===== config.mk =====
export PLATFORM = sky130hd
export DESIGN_NAME = dspace_decoder
export DESIGN_NICKNAME = d
export VERILOG_FILES = /design/src/rtl/dspace_pkg.sv /design/src/rtl/dspace_region_dec.sv /design/src/rtl/dspace_ext_ctrl.sv /design/src/rtl/dspace_rd_mux.sv /design/src/rtl/dspace_decoder.sv
export SDC_FILE = /design/constraint.sdc
export NUM_CORES = 1
export LEC_CHECK = 0
export BUFFER_PORTS_ARGS = -buffer_cell sky130_fd_sc_hd__buf_2
export CAP_MARGIN = 10
export CORE_MARGIN = 2
export CORE_UTILIZATION = 45
export DETAILED_ROUTE_END_ITERATION = 8
export MAX_ROUTING_LAYER = met4
export PLACE_DENSITY = 0.86
export SETUP_SLACK_MARGIN = 0.1
export SYNTH_ARGS = -nofsm -noshare
export SYNTH_HDL_FRONTEND = slang
export SYNTH_SLANG_ARGS = --single-unit

===== constraint.sdc =====
create_clock -name clk -period 3.87 [get_ports clk]
set_clock_uncertainty 0.05 [all_clocks]
set_input_delay 0.387 -clock clk [delete_from_list [all_inputs] [get_ports clk]]
set_output_delay 0.387 -clock clk [all_outputs]
set_load 0.02 [all_outputs]

===== src/rtl/dspace_pkg.sv =====
package dspace_pkg;

  // Target window classification of a data address
  typedef enum logic [1:0] {
    RGN_RF   = 2'd0,
    RGN_IO   = 2'd1,
    RGN_SRAM = 2'd2,
    RGN_EXT  = 2'd3
  } region_e;

  function automatic int unsigned max3(int unsigned a, int unsigned b, int unsigned c);
    int unsigned m;
    m = (a > b) ? a : b;
    return (m > c) ? m : c;
  endfunction

endpackage


===== src/rtl/dspace_region_dec.sv =====
module dspace_region_dec
  import dspace_pkg::*;
#(
  parameter int unsigned ADDR_W    = 16,
  parameter int unsigned RF_SIZE   = 32,
  parameter int unsigned IO_SIZE   = 64,
  parameter int unsigned SRAM_SIZE = 1024,
  parameter int unsigned LOC_W     = 10
) (
  input  logic              clk,
  input  logic              rst_n,
  input  logic              req,
  input  logic [ADDR_W-1:0] addr,
  output region_e           region,
  output logic [LOC_W-1:0]  loc_off,
  output logic              rf_hit,
  output logic              io_hit,
  output logic              sram_hit
);

  localparam int unsigned IO_BASE   = RF_SIZE;
  localparam int unsigned SRAM_BASE = RF_SIZE + IO_SIZE;
  localparam int unsigned EXT_BASE  = SRAM_BASE + SRAM_SIZE;

  always_comb begin
    if (addr < ADDR_W'(IO_BASE)) begin
      region  = RGN_RF;
      loc_off = LOC_W'(addr);
    end else if (addr < ADDR_W'(SRAM_BASE)) begin
      region  = RGN_IO;
      loc_off = LOC_W'(addr - ADDR_W'(IO_BASE));
    end else if (addr < ADDR_W'(EXT_BASE)) begin
      region  = RGN_SRAM;
      loc_off = LOC_W'(addr - ADDR_W'(SRAM_BASE));
    end else begin
      region  = RGN_EXT;
      loc_off = '0;
    end
  end

  assign rf_hit   = req && (region == RGN_RF);
  assign io_hit   = req && (region == RGN_IO);
  assign sram_hit = req && (region == RGN_SRAM);

  // Selects never overlap, and none is raised for an off-chip address
  assert_onehot_sel_R12: assert property (@(posedge clk) disable iff (!rst_n)
    $onehot0({rf_hit, io_hit, sram_hit}));

  assert_ext_no_sel_R12: assert property (@(posedge clk) disable iff (!rst_n)
    (addr >= ADDR_W'(EXT_BASE)) |-> !(rf_hit || io_hit || sram_hit));

endmodule


===== src/rtl/dspace_ext_ctrl.sv =====
module dspace_ext_ctrl #(
  parameter int unsigned ADDR_W     = 16,
  parameter int unsigned DATA_W     = 8,
  parameter int unsigned BASE_EXTRA = 1,
  parameter int unsigned WAIT_EXTRA = 2
) (
  input  logic              clk,
  input  logic              rst_n,
  input  logic              go,
  input  logic              we,
  input  logic [ADDR_W-1:0] addr,
  input  logic [DATA_W-1:0] wdata,
  input  logic              wait_en,
  input  logic [DATA_W-1:0] xd_in,
  output logic              done,
  output logic [DATA_W-1:0] rd_data,
  output logic [ADDR_W-1:0] xa,
  output logic [DATA_W-1:0] xd_out,
  output logic              xd_oe,
  output logic              xrd_n,
  output logic              xwr_n
);

  localparam int unsigned CNT_W = $clog2(WAIT_EXTRA + 1);

  logic [CNT_W-1:0]  cnt_q, cnt_d;
  logic [CNT_W-1:0]  need_q, need_now, need;
  logic [ADDR_W-1:0] xa_q;
  logic [DATA_W-1:0] wd_q, rd_q;
  logic              we_q, we_eff;
  logic              first, stall, latch_en, cap_en;

  // Cycle bookkeeping of one external byte access
  always_comb begin
    need_now = wait_en ? CNT_W'(WAIT_EXTRA) : CNT_W'(BASE_EXTRA);
    first    = (cnt_q == '0);
    need     = first ? need_now : need_q;
    done     = go && (cnt_q == need);
    stall    = go && !done;
    cnt_d    = stall ? cnt_q + CNT_W'(1) : '0;
    latch_en = go && first;
    cap_en   = stall && (cnt_q == need - CNT_W'(1));
    we_eff   = first ? we : we_q;
  end

  always_ff @(posedge clk or negedge rst_n) begin
    if (!rst_n) begin
      cnt_q <= '0;
    end else begin
      cnt_q <= cnt_d;
    end
  end

  always_ff @(posedge clk or negedge rst_n) begin
    if (!rst_n) begin
      need_q <= '0;
      xa_q   <= '0;
      wd_q   <= '0;
      we_q   <= 1'b0;
    end else if (latch_en) begin
      need_q <= need_now;
      xa_q   <= addr;
      wd_q   <= wdata;
      we_q   <= we;
    end
  end

  always_ff @(posedge clk or negedge rst_n) begin
    if (!rst_n) begin
      rd_q <= '0;
    end else if (cap_en) begin
      rd_q <= xd_in;
    end
  end

  // Pin drive: address and data held from the first cycle of the access
  always_comb begin
    xa      = go ? (first ? addr : xa_q) : '0;
    xd_out  = (go && we_eff) ? (first ? wdata : wd_q) : '0;
    xd_oe   = stall && we_eff;
    xrd_n   = !(stall && !we_eff);
    xwr_n   = !(stall && we_eff);
    rd_data = rd_q;
  end

  // Strobes are never low together
  assert_strobe_excl_R7: assert property (@(posedge clk) disable iff (!rst_n)
    !(!xrd_n && !xwr_n));

  // Address and write data hold still while the core waits
  assert_addr_stable_R10: assert property (@(posedge clk) disable iff (!rst_n)
    stall |=> (!go || (xa == $past(xa) && xd_out == $past(xd_out))));

  // Without wait states the second cycle completes
  assert_nowait_len_R5: assert property (@(posedge clk) disable iff (!rst_n)
    (go && first && !wait_en) |=> (!go || done));

  // With wait states the second cycle is still a stall
  assert_wait_len_R6: assert property (@(posedge clk) disable iff (!rst_n)
    (go && first && wait_en) |=> (!go || !done));

  // Strobes inactive in the completing cycle
  assert_done_idle_R7: assert property (@(posedge clk) disable iff (!rst_n)
    done |-> (xrd_n && xwr_n && !xd_oe));

endmodule


===== src/rtl/dspace_rd_mux.sv =====
module dspace_rd_mux
  import dspace_pkg::*;
#(
  parameter int unsigned DATA_W = 8
) (
  input  region_e           region,
  input  logic              ext_done,
  input  logic [DATA_W-1:0] rf_rdata,
  input  logic [DATA_W-1:0] io_rdata,
  input  logic [DATA_W-1:0] sram_rdata,
  input  logic [DATA_W-1:0] ext_rdata,
  output logic [DATA_W-1:0] rdata
);

  always_comb begin
    unique case (region)
      RGN_RF:   rdata = rf_rdata;
      RGN_IO:   rdata = io_rdata;
      RGN_SRAM: rdata = sram_rdata;
      default:  rdata = ext_done ? ext_rdata : '0;
    endcase
  end

endmodule


===== src/rtl/dspace_decoder.sv =====
module dspace_decoder
  import dspace_pkg::*;
#(
  parameter int unsigned ADDR_W     = 16,
  parameter int unsigned DATA_W     = 8,
  parameter int unsigned RF_SIZE    = 32,
  parameter int unsigned IO_SIZE    = 64,
  parameter int unsigned SRAM_SIZE  = 1024,
  parameter int unsigned BASE_EXTRA = 1,
  parameter int unsigned WAIT_EXTRA = 2,
  parameter int unsigned LOC_W      = $clog2(max3(RF_SIZE, IO_SIZE, SRAM_SIZE))
) (
  input  logic              clk,
  input  logic              rst_n,
  input  logic              ext_en,
  input  logic              wait_en,
  input  logic              req,
  input  logic              we,
  input  logic [ADDR_W-1:0] addr,
  input  logic [DATA_W-1:0] wdata,
  output logic [DATA_W-1:0] rdata,
  output logic              ready,
  output logic              rf_sel,
  output logic              io_sel,
  output logic              sram_sel,
  output logic [LOC_W-1:0]  loc_addr,
  output logic              loc_we,
  input  logic [DATA_W-1:0] rf_rdata,
  input  logic [DATA_W-1:0] io_rdata,
  input  logic [DATA_W-1:0] sram_rdata,
  output logic [ADDR_W-1:0] xa,
  output logic [DATA_W-1:0] xd_out,
  output logic              xd_oe,
  input  logic [DATA_W-1:0] xd_in,
  output logic              xrd_n,
  output logic              xwr_n
);

  localparam int unsigned SYNC_STAGES = 2;

  // Reset: asserted asynchronously, released on a clock edge
  logic [SYNC_STAGES-1:0] rst_pipe;
  logic                   rst_q_n;

  always_ff @(posedge clk or negedge rst_n) begin
    if (!rst_n) begin
      rst_pipe <= '0;
    end else begin
      rst_pipe <= {rst_pipe[SYNC_STAGES-2:0], 1'b1};
    end
  end
  assign rst_q_n = rst_pipe[SYNC_STAGES-1];

  region_e           region;
  logic [LOC_W-1:0]  loc_off;
  logic              rf_hit, io_hit, sram_hit;
  logic              ext_hit, ext_go, ext_done;
  logic [DATA_W-1:0] ext_rdata;

  dspace_region_dec #(
    .ADDR_W   (ADDR_W),
    .RF_SIZE  (RF_SIZE),
    .IO_SIZE  (IO_SIZE),
    .SRAM_SIZE(SRAM_SIZE),
    .LOC_W    (LOC_W)
  ) u_dec (
    .clk     (clk),
    .rst_n   (rst_q_n),
    .req     (req),
    .addr    (addr),
    .region  (region),
    .loc_off (loc_off),
    .rf_hit  (rf_hit),
    .io_hit  (io_hit),
    .sram_hit(sram_hit)
  );

  assign ext_hit = req && (region == RGN_EXT);
  assign ext_go  = ext_hit && ext_en;

  dspace_ext_ctrl #(
    .ADDR_W    (ADDR_W),
    .DATA_W    (DATA_W),
    .BASE_EXTRA(BASE_EXTRA),
    .WAIT_EXTRA(WAIT_EXTRA)
  ) u_ext (
    .clk    (clk),
    .rst_n  (rst_q_n),
    .go     (ext_go),
    .we     (we),
    .addr   (addr),
    .wdata  (wdata),
    .wait_en(wait_en),
    .xd_in  (xd_in),
    .done   (ext_done),
    .rd_data(ext_rdata),
    .xa     (xa),
    .xd_out (xd_out),
    .xd_oe  (xd_oe),
    .xrd_n  (xrd_n),
    .xwr_n  (xwr_n)
  );

  dspace_rd_mux #(
    .DATA_W(DATA_W)
  ) u_mux (
    .region    (region),
    .ext_done  (ext_done),
    .rf_rdata  (rf_rdata),
    .io_rdata  (io_rdata),
    .sram_rdata(sram_rdata),
    .ext_rdata (ext_rdata),
    .rdata     (rdata)
  );

  assign rf_sel   = rf_hit;
  assign io_sel   = io_hit;
  assign sram_sel = sram_hit;
  assign loc_addr = loc_off;
  assign loc_we   = req && we && !ext_hit;
  assign ready    = ext_go ? ext_done : 1'b1;

  // On-chip access: no strobe and no stall
  assert_internal_quiet_R4: assert property (@(posedge clk) disable iff (!rst_q_n)
    (rf_sel || io_sel || sram_sel) |-> (xrd_n && xwr_n && !xd_oe && ready));

  // Disabled external window: no stall, zero data, pins idle
  assert_disabled_R9: assert property (@(posedge clk) disable iff (!rst_q_n)
    (ext_hit && !ext_en) |-> (ready && rdata == '0 && xrd_n && xwr_n && !loc_we));

  // A stalled external access keeps a strobe low
  assert_stall_strobe_R7: assert property (@(posedge clk) disable iff (!rst_q_n)
    (req && !ready) |-> (!xrd_n || !xwr_n));

endmodule


Word level (Yosys, flattened, before mapping)
Index checks and enable logic that the tools add are counted.
- register bits: 39
- input port bits: 62
- logic and storage cells: 57
- add/subtract/negate cells: 4
- order comparisons: 3
- equal/unequal tests: 5
- multiplexer cells: 17
- reductions and logical operators: 21
- operator list (cell ; number):
    $mux 16 ; 2
    $mux 10 ; 3
    $mux 8 ; 3
    $pmux 8 s3 ; 1
    $lt 16x11->1 const B ; 1
    $lt 16x6->1 const B ; 1
    $lt 16x7->1 const B ; 1
    $logic_and 1x1->1 ; 14
    $mux 2 ; 5
    $sub 10x6->10 const B ; 1
    $sub 10x7->10 const B ; 1
    $logic_not 1->1 ; 5
    $eq 2x2->1 ; 2
    $eq 2x2->1 const B ; 2
    $logic_not 2->1 ; 2
    $mux 1 ; 3
    $add 2x1->2 const B ; 1
    $eq 2x1->1 const B ; 1
    $sub 2x1->2 const B ; 1

Depth between registers and ports, before layout
Gate-level depths: netlist of the first run.
- depth after elaboration: 12
- depth in mapped cells: 7
- depth with buffers taken out: 6

Modules after synthesis
A second synthesis of the first run with hierarchy kept.
- cells, all modules: 275
- area total of the unflattened synthesis: 2727.6 um^2
- by module, submodules not included (module ; times used ; cells an instance ; area each (um^2) ; seq. area each (um^2)):
    dspace_ext_ctrl ; 1 ; 161 ; 1964.4 ; 925.9
    dspace_region_dec ; 1 ; 65 ; 410.4 ; 0.0
    dspace_rd_mux ; 1 ; 42 ; 270.3 ; 0.0
    dspace_decoder ; 1 ; 7 ; 82.6 ; 50.0

Worst setup path after synthesis of the first run
No wires, ideal clock.
- path type: input to output
- start point: input addr[15]
- end point: output loc_addr[6]
- arrival time: 2.168 ns
- slack: 1.265 ns
- stages on the path: 4
- buffers on the path: 0
- cell sequence: or4_1 -> or2_2 -> a211o_1 -> o31ai_1
- cells in the longest elaborated chain, start to end: 4
- ends and longest elaborated chain (element ; RTL line ; text):
    start: declaration ; dspace_decoder.sv:19 ; input logic [ADDR_W-1:0] addr,
    $lt 16x11->1 ; dspace_region_dec.sv:32 ; end else if (addr < ADDR_W'(EXT_BASE)) begin
    $mux 10 ; dspace_region_dec.sv:32 ;
    $mux 10 ; dspace_region_dec.sv:29 ; end else if (addr < ADDR_W'(SRAM_BASE)) begin
    $mux 10 * ; dspace_region_dec.sv:26 ; if (addr < ADDR_W'(IO_BASE)) begin
    end: declaration ; dspace_decoder.sv:26 ; output logic [LOC_W-1:0] loc_addr,
Mark *: on every way between the ends. The rest lies on a longest branch, timed or not.

Worst setup path in the final report of the first run
- start point: register u_ext.cnt_q[1]
- end point: output rdata[4]
- cells in the longest elaborated chain, start to end: 6
- ends and longest elaborated chain (element ; RTL line ; text):
    start: declaration ; dspace_ext_ctrl.sv:26 ; logic [CNT_W-1:0] cnt_q, cnt_d;
    start signal: assignment ; dspace_ext_ctrl.sv:50 ; cnt_q <= cnt_d;
    $logic_not 2->1 ; dspace_ext_ctrl.sv:36 ; first = (cnt_q == '0);
    $mux 2 ; dspace_ext_ctrl.sv:37 ; need = first ? need_now : need_q;
    $eq 2x2->1 * ; dspace_ext_ctrl.sv:38 ; done = go && (cnt_q == need);
    $logic_and 1x1->1 * ; dspace_ext_ctrl.sv:38 ;
    $mux 8 * ; dspace_rd_mux.sv:20 ; default: rdata = ext_done ? ext_rdata : '0;
    $pmux 8 s3 * ; dspace_rd_mux.sv:16 ; unique case (region)
    end: declaration ; dspace_decoder.sv:21 ; output logic [DATA_W-1:0] rdata,
Marked as above.

==> results of run 1 <==
## power by group
group          internal (mW)  total [mW]  switching (mW)
Clock                  0.126       0.272           0.146
Combinational          0.173       0.352           0.179
Sequential             0.501       0.558          0.0570
Total                  0.800        1.18           0.382
## cells by family after synthesis
logic type                 count (synthesis)
other                                      1
adders and majority gates                  3
AOI/OAI and AO/OA                         37
buffers and inverters                     27
and+or+nand+nor                          100
DFF                                       39
xor gates and xnor gates                   5
muxes                                     68
## sequential cells by signal, summed over array words and instances, names as in the netlist
register	cells
rst_pipe	2
u_ext.cnt_q	2
u_ext.need_q	2
u_ext.rd_data	8
u_ext.wd_q	8
u_ext.we_q	1
u_ext.xa_q	16
## cell usage after synthesis (7+ instances only)
library cell	number	area, um^2
mux2i_1	34	340.3
nand2_1	7	26.28
buf_2	10	50.05
a31oi_1	9	56.30
nor2_1	46	172.7
nor3_1	11	55.05
clkbuf_1	7	26.28
dfrtp_1	39	975.9
mux2_2	34	382.9
and2_1	7	43.79
o21ai_0	9	45.04
a32o_1	8	80.08
## how the worst max path moves through the flow
stage,endpoint,cells past startpoint
final,rdata[4],7
after global routing,rdata[4],7
after CTS,rdata[4],7
after detailed placement,rdata[4],7
after global placement,rdata[0],6
after floorplan,loc_addr[6],4
## layer usage
metal,share of wire,up-vias,track usage
met5,0,-,-
met4,0.020,0,0.09667
met3,0.058,18,0.04286
met2,0.53,102,0.4000
met1,0.39,1235,0.2747
li1,-,1212,-
## per-stage QoR
| step | area, um^2 | instances | hold WS, ns | worst slack (ns) |
|---|---|---|---|---|
| finish | 3371 | 456 | 0.1747 | 0.6240 |
| global route | 3371 | 456 | 0.2375 | 0.3908 |
| CTS | 3371 | 456 | 0.1931 | 0.6056 |
| detailed placement | 3276 | 447 | 0.1246 | 0.9431 |
| global placement | 3276 | 447 | 0.1250 | 1.023 |
| floorplan | 2715 | 280 | 0.04141 | 1.265 |
## repair_timing
| action | 4_1_cts | 5_1_grt |
|---|---|---|
| hold buffers | 1 | 0 |
| endpoints found under the hold margin | 2 | 0 |
| resized for setup | 0 | 0 |
| setup endpoints to repair | 0 | 0 |
## cells in the final DEF, fill, tap and decap left out, drive strengths merged, types with 2 or more instances in the layout
master,n
buf,114
nor2,48
dfrtp,39
mux2i,34
mux2,34
nor3,11
o21ai,9
a31oi,9
a32o,8
nand2,8
and2,7
clkbuf,6
xor2,4
inv,3
nand2b,3
a21oi,3
or3,3
o31ai,3
and3,3
clkinv,3
ha,3
nor4,3
nand3b,2
nor2b,2
nand3,2
nor3b,2
or2,2
## cell type report
type,count,area share
Tap cell,75,0.02784
Clock buffer,6,0.02153
Clock inverter,2,0.003712
Inverter,5,0.005568
Timing Repair Buffer,115,0.1745
Multi-Input combinational cell,214,0.4774
Sequential cell,39,0.2895
==> results by group, run 1 <==
Run status
  – Outcome: finished, final reports clean

Finish
  – Fill count: 514
  – Sequential Area: 975.9 um^2
  – Layout Utilization: 0.5727
  – Growth of design area from synthesis to finish: 24.15%
  – Fraction of layout cells with a size suffix above 1: 0.4331
  – Ant. Diodes: 0
  – Area of the multi-input gates: 0.001609 mm^2
  – Nets: 445

CTS
  – Post-CTS Setup Bufs: 0
  – Clock transition at the registers of the reported paths: 0.08 ns
  – Worst-case clock buffer depth: 2
  – Worst-skew pair later-pin latency: 0.30 ns
  – CTS tree: yes
  – CTS Buf Count: 5
  – Root buf cell: clkbuf_8
  – TritonCTS Sinks: 39
  – H-tree depth: 2

Logic synthesis
  – Synth Flop Type: dfrtp_1
  – EDFF count, synth: 0
  – Post-synthesis simple-gate area fraction: 0.1954
  – Avg Synthesized Cell Area: 9.697 um^2
  – Register area share after synthesis: 0.3594
  – Largest family of logic cells by synthesized area: multiplexers
  – Syn nets: between 300 and 400
  – Async set-reset flop share out of synthesis: 1.000
  – FF+latch count, synth: 39
  – Post-synthesis instance total: 280
  – Yosys warning count: 0
  – Synth Area in Compound Gates: 0.09862
  – Mux cell area share after synthesis: 0.2664
  – Mapped Area: between 0.002 and 0.003 mm^2
  – XOR/XNOR Fraction of Synth Area: 0.01613
  – Post-Synth Adder-Cell Area: 0.01382
  – Synth unique cells: 46

Routing
  – Vias post-DR: 2,567
  – DR iter-0 viols: 136
  – Drt pass-1 iters: 4
  – Drt total wl: 7.353 mm
  – Post-route ant nets: 0
  – Vias per cell: around 5.6
  – Residual DRC: 0
  – WL/cell: approximately 16 um

Die
  – Die area: between 0.006 and 0.007 mm^2
  – # IOs: 112
  – Die Y: 81.68 um
  – FP Rows: 28
  – Placeable Area: 0.005886 mm^2
  – Die W: ~80 um
  – Initial Util: 0.4613

Place
  – Post-DP HPWL: between 5 and 6 mm
  – Final GP Congestion: a little under 0.8
  – IO buf count: 111

Worst setup path
  – RR Endpoint: u_ext.rd_data[4]$_DFFE_PN0P_
  – Critical path cell sequence: inv_1 > ha_2 > nor4_1 > a21oi_1 > nor2_2 > a32o_1 > buf_2
  – Crit-path leading delay family: adder cells
  – Setup CP Type: reg2out
  – Max incr delay on CP: 0.84 ns
  – Worst-path fanout max: 35
  – Startpoint Class: flip-flop
  – Crit Reg-Reg Startpoint: u_ext.cnt_q[1]$_DFF_PN0_
  – FF-to-FF path depth: 6
  – CP max stage cell: ha_2
  – Reg2Reg Setup Slack: around 0.9 ns
  – Crit path launch: u_ext.cnt_q[1]$_DFF_PN0_
  – Buf+Inv Stages, Crit Path: 2
  – Setup crit end kind: output pin
  – Worst Path Arrival: approximately 2.8 ns
  – Crit path required time: 3.43 ns

Global route
  – Largest net degree at the start of global routing: 36
  – Gr ovfl total: 0
  – Global Route Usage Sum: 0.2351
  – First-pass GRT wire length: 11.89 mm
  – Vias in the first global route: 2,647
  – Antenna violations before repair: 0

Timing
  – Final setup fails: 0
  – Worst-margin pin slew: 0.9738 ns
  – Slew HR: 0.3508
  – Endpoints failing hold: 0
  – Final period util: 0.8388
  – Fmax: approximately 300 MHz
  – Setup TNS Final: 0 ns
  – Slew Limit Fails: 0
  – Min Tclk post-route: around 3.2 ns
  – Setup repair after global routing missed its margin: no

Power
  – Total chip power: about 1.2 mW
  – Ratio of total power to cell area: 350.7 mW/mm^2
  – Max VDD drop: 0.0002160 V
  – Lkg Pwr: 1.730 nW

Min path
  – Worst Hold Class: reg2async

Run
  – Total of max-cap violations: 0
No activity file was read; power rests on OpenSTA's default activity.
==> run 2: changes to the inputs <==
Settings changed: CORE_UTILIZATION 45 to 44, PLACE_DENSITY 0.86 to 0.87.
Clock period 3.87 ns to 2.9 ns, I/O delays scaled along.
==> run 2 against run 1 <==
- count of clock-buffer cells in the layout did not move
- largest power group unchanged
- via count fell by 1.1%
- sequential share of layout area fell by 0.56 points
- total power rose by 37%
- register-to-register slack got worse by 0.33 ns
- utilization rose by 0.44 points
- global-route usage fell by 0.59 points
- critical path depth did not move
- worst hold slack improved by 0.0071 ns
- worst setup slack got worse by 0.33 ns
- die area rose by 2.2%
- sequential cell count did not move
==> results by group, run 2 (same netlist as run 1, synthesis figures left out) <==
Worst setup path
  – Worst-path fanout max: 14
  – Worst Path Arrival: 2.27 ns
  – Setup CP Type: reg2out
  – Crit path required time: 2.56 ns
  – Setup crit end kind: output pin
  – Startpoint Class: flip-flop

Timing
  – Final period util: 0.8998
  – Slew Limit Fails: 0
  – Setup TNS Final: 0 ns
  – Min Tclk post-route: 2.609 ns
  – Worst-margin pin slew: 0.7007 ns
  – Fmax: 383.2 MHz
  – Setup repair after global routing missed its margin: no
  – Endpoints failing hold: 0
  – Final setup fails: 0
  – Slew HR: 0.5329

Routing
  – Drt pass-1 iters: 5
  – Post-route ant nets: 0
  – WL/cell: 16.07 um
  – Drt total wl: 7.409 mm
  – Vias per cell: ~5.5
  – DR iter-0 viols: around 150
  – Vias post-DR: roughly 2,500
  – Residual DRC: 0

Finish
  – Max reg flops: 16
  – Most frequent cells in the layout: 111 x buf_2, 46 x nor2_1, 39 x dfrtp_1
  – Fill count: 543
  – Most flop-heavy register: u_ext.xa_q
  – Nets: between 400 and 500
  – Layout Utilization: 0.5771
  – Growth of design area from synthesis to finish: 26.59%
  – Commonest non-fill, non-tap cell in the layout: buf_2
  – Fraction of layout cells with a size suffix above 1: 0.4482
  – Ant. Diodes: 0

Global route
  – Antenna violations before repair: 0
  – Global Route Usage Sum: 0.2292
  – Vias in the first global route: 2,495
  – First-pass GRT wire length: about 12 mm
  – Gr ovfl total: 0
  – Largest net degree at the start of global routing: 27

CTS
  – Clock transition at the registers of the reported paths: ~0.08 ns
  – H-tree depth: 2
  – Worst-skew pair later-pin latency: between 0.2 and 0.3 ns
  – Root buf cell: clkbuf_8
  – CTS Buf Count: 5
  – Post-CTS Setup Bufs: 0
  – CTS tree: yes
  – Worst-case clock buffer depth: 2
  – TritonCTS Sinks: 39

Die
  – Die W: a little over 80 um
  – # IOs: ~110
  – Placeable Area: 0.005956 mm^2
  – Initial Util: 0.4559
  – Die area: approximately 0.0068 mm^2
  – FP Rows: 28
  – Die Y: 82.56 um

Place
  – Post-DP HPWL: 5.548 mm
  – IO buf count: 111
  – Final GP Congestion: 0.7993

Run status
  – Outcome: finished, final reports clean

Power
  – Lkg Pwr: 1.762 nW
  – Ratio of total power to cell area: 469.7 mW/mm^2
  – Max VDD drop: 0.0002941 V
  – Total chip power: between 1.5 and 2 mW

Run
  – Total of max-cap violations: 0

Min path
  – Worst Hold Class: in2reg
run 2: cell types whose count changed in the layout (fill, tap and decap cells not counted), sizes merged:
cell | before | now
buf | 114 | 119
run 2: worst paths after layout:
path	startpoint	end	slack (ns)	depth (start not counted)
max in group asynchronous	rst_pipe[1]$_DFF_PN0_	u_ext.xa_q[9]$_DFFE_PN0P_	1.79	1
setup / recovery	u_ext.cnt_q[0]$_DFF_PN0_	rdata[0]	0.29	7
setup reg to reg	u_ext.cnt_q[1]$_DFF_PN0_	u_ext.rd_data[0]$_DFFE_PN0P_	0.56	7
min in group asynchronous	rst_pipe[1]$_DFF_PN0_	u_ext.xa_q[1]$_DFFE_PN0P_	0.24	0
hold reg to reg	rst_pipe[1]$_DFF_PN0_	u_ext.xa_q[1]$_DFFE_PN0P_	0.24	0
hold / removal	xd_in[6]	u_ext.rd_data[6]$_DFFE_PN0P_	0.18	2
run 2: power breakdown:
group          internal, mW  switching (mW)  leakage, nW
combinational         0.237           0.241         1.25
clock                 0.194           0.199       0.0474
sequential            0.669          0.0752        0.461
total                  1.10           0.515         1.76
run 2: worst max-delay path, stage by stage, from the launching register on:
cell and delay, ns:
dfrtp_1 0.46, inv_1 0.08, ha_2 0.31, nor4_2 0.38
a21oi_2 0.13, nor2_4 0.27, a32o_1 0.18, buf_2 0.17
run 2: routing by layer:
layer  GRT usage  wire, um
met5           -         0
met4     0.07869       157
met3     0.03043       413
met2      0.3992      3906
met1      0.2730      2932
run 2: per-stage QoR:
stage	worst slack (ns)	hold WS, ns	std cells	area, um^2
2_1_floorplan	0.4894	-0.05559	280	2715
3_3_place_gp	0.4566	0.02572	452	3313
4_1_cts	0.1906	0.1750	461	3427
5_1_grt	0.1436	0.1759	461	3437
6_report	0.2906	0.1818	461	3437
3_5_place_dp	0.3854	0.02867	452	3313
run 2: final cells by class:
cell class,count,area (um^2),area share
multi-input combinational,214,1624,0.4725
timing repair buffer,120,625.6,0.1820
clock buffer,6,82.58,0.02403
clock inverter,2,16.27,0.004732
tap,75,93.84,0.02730
inverter,5,18.77,0.005460
sequential,39,975.9,0.2839
run 2: repair_timing:
action | CTS | global route
hold buffers | 1 | 0
hold endpoints to repair | 2 | 0
gates resized for setup | 1 | 2
setup endpoints to repair | 1 | 8
